[src/rtl/i2c_fwd_router.sv]
module i2c_fwd_router #(
  parameter int AW = 7,
  parameter int NT = 8
) (
  input  logic             clk,
  input  logic             rst_n,
  input  logic             addr_valid,
  input  logic [AW-1:0]    addr,
  input  logic             rw,
  input  logic             from_remote,
  input  logic             txn_end,
  input  logic [AW-1:0]    local_id,
  input  logic [AW-1:0]    ser_id,
  input  logic [NT*AW-1:0] tgt_ids,
  input  logic [NT-1:0]    tgt_valid,
  input  logic             pass_all,
  input  logic             local_wr_dis,
  input  logic             seq_err_evt,
  input  logic             seq_err_clr,
  output logic             fwd,
  output logic             local_acc,
  output logic             dn_pass,
  output logic             reject,
  output logic [AW-1:0]    route_addr,
  output logic             seq_err
);

  logic [NT-1:0] hit;
  for (genvar i = 0; i < NT; i++) begin : g_tgt
    assign hit[i] = tgt_valid[i] && (tgt_ids[i*AW +: AW] == addr);
  end

  wire is_local  = (addr == local_id);
  wire far_known = (addr == ser_id) || (|hit);

  logic          n_fwd, n_loc, n_dn, n_rej;
  logic [AW-1:0] n_addr;

  always_comb begin
    n_fwd  = 1'b0;
    n_loc  = 1'b0;
    n_dn   = 1'b0;
    n_rej  = 1'b0;
    n_addr = '0;
    if (from_remote) begin
      if (is_local) begin
        if (!rw && local_wr_dis) n_rej = 1'b1;
        else                     n_loc = 1'b1;
      end else begin
        n_dn   = 1'b1;
        n_addr = addr;
      end
    end else if (is_local) begin
      n_loc = 1'b1;
    end else if (pass_all) begin
      n_fwd  = 1'b1;
      n_addr = ser_id;
    end else if (far_known) begin
      n_fwd  = 1'b1;
      n_addr = addr;
    end
  end

  always_ff @(posedge clk or negedge rst_n) begin
    if (!rst_n) begin
      {fwd, local_acc, dn_pass, reject} <= '0;
      route_addr <= '0;
    end else if (addr_valid) begin
      {fwd, local_acc, dn_pass, reject} <= {n_fwd, n_loc, n_dn, n_rej};
      route_addr <= n_addr;
    end else if (txn_end) begin
      {fwd, local_acc, dn_pass, reject} <= '0;
      route_addr <= '0;
    end
  end

  always_ff @(posedge clk or negedge rst_n) begin
    if (!rst_n) seq_err <= 1'b0;
    else        seq_err <= seq_err_evt | (seq_err & ~seq_err_clr);
  end

endmodule

[config.mk]
export PLATFORM = sky130hd
export DESIGN_NAME = i2c_fwd_router
export DESIGN_NICKNAME = d
export VERILOG_FILES = /design/src/rtl/i2c_fwd_router.sv
export SDC_FILE = /design/constraint.sdc
export NUM_CORES = 1
export LEC_CHECK = 0
export BUFFER_PORTS_ARGS = -buffer_cell sky130_fd_sc_hd__buf_2
export CAP_MARGIN = 15
export CORE_UTILIZATION = 41
export DETAILED_ROUTE_END_ITERATION = 16
export PLACE_DENSITY = 0.87
export SLEW_MARGIN = 15
export SYNTH_ARGS = -nofsm -noshare
export SYNTH_HDL_FRONTEND = slang
export SYNTH_SLANG_ARGS = --single-unit
[constraint.sdc]
create_clock -name clk -period 1.1 [get_ports clk]
set_clock_uncertainty 0.2 [all_clocks]
set_input_delay 0.055 -clock clk [delete_from_list [all_inputs] [get_ports clk]]
set_output_delay 0.055 -clock clk [all_outputs]
set_load 0.005 [all_outputs]
# Yosys cells after proc, flatten, opt, wreduce, memory -nomap -nowiden
# Index checks and enable logic that the tools add are counted.
[totals]
out_inout_bits = 12
ff_bits = 12
inputBits = 95
elab_cells = 57
[op_classes]
bitwise_logic = 3
muxes = 25
n_reduce_logical = 13
n_eq_ne = 10
[ops]
columns = ["cell", "count"]
rows = [
  ["$eq 7x7->1", 10],
  ["$mux 7", 7],
  ["$mux 1", 18],
  ["$logic_and 1x1->1", 9],
  ["$reduce_or 8->1", 1],
  ["$reduce_bool 2->1", 1],
  ["$and 1x1->1", 1],
  ["$logic_not 1->1", 1],
  ["$logic_or 1x1->1", 1],
  ["$not 1->1", 1],
  ["$or 1x1->1", 1],
]

# Depth between registers and ports, before layout
[depth]
ltp_word = 9
ltp_mapped = 7
depth_no_buf = 6

# Least setup slack after synthesis
# Ideal clock, no wire load.
[synth_path]
path_type = "input-to-reg"
start = "input port addr[3]"
end = "register route_addr[0]"
path_stages = 7
required_ns = 0.764
path_slack_ns = -0.619
arrival_time_ns = 1.384
setup_time_ns = 0.136
path_buffers = 1
cell_sequence = "xor2_1 -> nor4_4 -> a21oi_2 -> and2_1 -> buf_6 -> a222oi_1 -> o21ai_1"
[synth_between]
elab_chain_len = 9
elab_cells_between_ends = 26
cone_classes = "eq/ne: 10; mux: 6; reduce/logical: 10"
[synth_rtl]
columns = ["element", "line_no", "source"]
rows = [
  ["from (decl)", "8", "input logic [AW-1:0] addr,"],
  ["$eq 7x7->1", "30", "assign hit[i] = tgt_valid[i] && (tgt_ids[i*AW +: AW] == addr);"],
  ["$logic_and 1x1->1", "30", ""],
  ["$reduce_or 8->1", "34", "wire far_known = (addr == ser_id) || (|hit);"],
  ["$logic_or 1x1->1", "34", ""],
  ["$mux 7", "58", "end else if (far_known) begin"],
  ["$mux 7", "55", "end else if (pass_all) begin"],
  ["$mux 7", "53", "end else if (is_local) begin"],
  ["$mux 7 (*)", "45", "if (from_remote) begin"],
  ["$mux 7 (*)", "68", "end else if (addr_valid) begin"],
  ["to (signal assigned)", "70", "route_addr <= n_addr;"],
  ["to (decl)", "24", "output logic [AW-1:0] route_addr,"],
]
# Every way passes the cells marked *; elsewhere a longest branch is shown, timed or not.
# A chain may end at the register's enable or synchronous reset.

# Worst setup path in the final report
[layout_path]
start = "input port local_id[3]"
end = "register route_addr[3]"
[layout_between]
elab_chain_len = 4
elab_cells_between_ends = 5
cone_classes = "eq/ne: 1; mux: 4"
[layout_rtl]
columns = ["element", "line_no", "source"]
rows = [
  ["from (decl)", "12", "input logic [AW-1:0] local_id,"],
  ["$eq 7x7->1 (*)", "33", "wire is_local = (addr == local_id);"],
  ["$mux 7 (on tied branches)", "53, 46", ""],
  ["$mux 7 (*)", "45", ""],
  ["$mux 7 (*)", "68", ""],
]
# Marked as above.

==> results.txt <==
Worst Reg-to-Reg Cells: 2
First drt pass iteration count: 8
CTS Hold Bufs: 6
#FFs+latches synth: 12
Area leader, netlist: xnor2_1
PD cells: 682 nW/um^2
Yosys cell types: 26
Syn Inst Count: 160
Vias post-DR: 1793
RR Startpoint: route_addr[3]
GP Congestion: 0.776
Vias in the first global route: 1713
Max Root-Sink Buffers: 2
Failing checks: hold timing, setup timing
Util after Layout: 74.6%
Row count: 21
TritonCTS sink count: 12
Final wirelength: 5130 um
DRC viols: 0
Via density per instance: 5.27
Share of the synthesized area in the top cell type: 21.4%
Arr. time, crit path: 1.42 ns
Maximum VDD drop: 0.000641 V
WL/cell: 15.1 um
# port buffers: 106
CTS buffer count: 3
Skew-Pair Late Insertion Delay: 0.28 ns
Status: complete, but fails checks
Initial Util: 42.9%
Synthesized area: 1430 um^2
Post-DP HPWL: 3690 um
First-pass GRT wire length: 7290 um
Hold Fails Final Rpt: 19
Peak Freq: 0.680 GHz
Area grow syn2layout: 74.0%
Crit Path Class: in -> reg
Core Region: 3340 um^2
Filler cells: 244
Setup TNS: -2.86 ns
Total Power: 1.70 mW
I/O Pins: 107
Critical R2R Capture: route_addr[3]
Hold Crit Start: ser_id[6]
Die H: 61.1 um
Cell area after layout: 2490 um^2
Slew HR: 76.8%
Top post-synthesis cells by area: xnor2_1, xor2_1, dfrtp_1
Area after DPL: 2200 um^2
Layout cells sized above 1: 53.1%
Max Slew Vio Count: 0
Die width: 61.1 um
Hold Crit Depth: 3
CTS clk-pin slew, worst paths: 0.08 ns
Setup ws final: -0.370 ns
Worst Hold Slack: -0.137 ns
Root Driver: clkbuf_4
Worst EP required: 1.05 ns
Worst Hold End: route_addr[6]
R2R setup slack: -0.07 ns
Worst hold-check path type: in -> reg
Crit. End Element: flop
CTS tree: yes
Nets: 390
Syn avg cell area: 8.94 um^2
RSZ-0062 raised after global routing: yes
Initial antenna violation count: 0
Worst-path fanout max: 8
Max Cap Violations: 0
Pleak: 1.16 nW
Die area: 3730 um^2
Synth warn: 0
Startpoint Class: input pin
Final setup fails: 12
Iteration-0 DRC Markers: 116
Slew @ Worst Pin: 0.348 ns
Period Utilization, post-route: 134%
H-tree levels: 1
Largest net degree at the start of global routing: 13
GRT Util Overall: 26.6%
Minimum clock period: 1.47 ns
Total congestion overflow: 0
Syn_nets: 255
Sequential share of the synthesized area: 21.0%
Ant. Diodes: 0
Antenna Nets Post-Route: 0
how the worst max path moves through the flow:
stage / slack, ns / from / depth (start not counted) / endpoint
final: -0.37 / local_id[3] / 7 / route_addr[3]
after global routing: -0.43 / local_id[3] / 7 / route_addr[0]
after CTS: -0.39 / local_id[3] / 7 / route_addr[1]
after detailed placement: -0.78 / addr[0] / 7 / route_addr[1]
after global placement: -0.70 / addr[0] / 8 / fwd
after floorplan: -0.57 / addr[0] / 7 / route_addr[0]
cells by family after synthesis:
logic type | count (synthesis) | share of synthesized area, %
DFF | 12 | 21.0
xor gates and xnor gates | 70 | 42.9
and+or+nand+nor | 42 | 19.3
buffers and inverters | 11 | 4.55
AOI/OAI and AO/OA | 25 | 12.2
what timing repair did:
item                                   in CTS  in global routing
setup endpoints to repair                  12                 12
setup buffers                               3                  2
cloned                                      0                  0
endpoints found under the hold margin      23                 14
resized for setup                          32                  7
pin swaps                                  14                  7
stage by stage:
step | worst slack, ns | std cells
final | -0.370 | 340
after global routing | -0.434 | 340
after CTS | -0.386 | 339
after detailed placement | -0.783 | 326
after global placement | -0.699 | 326
after floorplan | -0.568 | 160
registers in the layout (all words and copies together) (netlist names):
register / count
dn_pass: 1
route_addr: 7
fwd: 1
local_acc: 1
seq_err: 1
reject: 1
cells in the mapped netlist:
cell type and count:
buf_6 1, a21oi_2 1, a222oi_1 7, buf_4 3, nand2_1 4, nor3_2 1, xor2_1 35, clkbuf_1 1
o2111ai_1 1, o21ai_0 4, nor4_1 5, nor2_1 7, buf_2 4, a21oi_1 2, nand3b_1 7, nand2b_1 1
nor4_4 2, o31ai_1 1, nand3_1 1, xnor2_1 35, and2_1 1, dfrtp_1 12, a21o_1 2, nand4_1 13
o21ai_1 7, inv_1 2
worst max-delay path, stage by stage:
cell and delay, ns:
buf_8 0.10, xor2_4 0.18, nor4_4 0.32, a21oi_2 0.10, and2_4 0.18, a222oi_1 0.38, o21ai_2 0.10
area by class of cell:
cell class	count	area [um^2]	share of cell area, %
tap	46	57.6	2.31
multi-input combinational	137	1190	47.8
sequential	12	300	12.1
inverter	2	7.51	0.302
timing repair buffer	139	897	36.0
clock buffer	4	36.3	1.46
cells in the final DEF (no fill, tap or decap):
cell type	Yosys	layout
a21o_1	2	2
a21oi_1	2	1
a21oi_2	1	1
a21oi_4	0	1
a222oi_1	7	7
and2_4	0	1
buf_12	0	4
buf_2	4	101
buf_4	3	18
buf_6	1	9
buf_8	0	1
clkbuf_4	0	3
clkbuf_8	0	1
dfrtp_1	12	12
dlygate4sd3_1	0	6
inv_1	2	2
nand2_1	4	4
nand2b_1	1	1
nand3_4	0	1
nand3b_1	7	7
nand4_1	13	13
nor2_1	7	7
nor3_2	1	1
nor4_1	5	2
nor4_2	0	3
nor4_4	2	2
o2111ai_2	0	1
o21ai_1	7	7
o21ai_2	0	4
o31ai_4	0	1
xnor2_1	35	35
xor2_1	35	32
xor2_2	0	1
xor2_4	0	2
layer usage:
metal	routed length (um)	vias up	GRT usage (%)	share of wire (%)
li1	-	835	-	-
met1	1990	834	31.3	39
met2	2610	108	46.7	51
met3	400	16	3.99	7.8
met4	140	0	14.0	2.7
met5	0	-	0	0
report_power, final:
part	switching (mW)	internal, mW	leakage, nW	total, mW
clock	0.157	0.201	0.0210	0.359
combinational	0.388	0.462	0.980	0.850
sequential	0.0176	0.471	0.156	0.489
total	0.563	1.13	1.16	1.70
(Power assumes the default switching activity.)
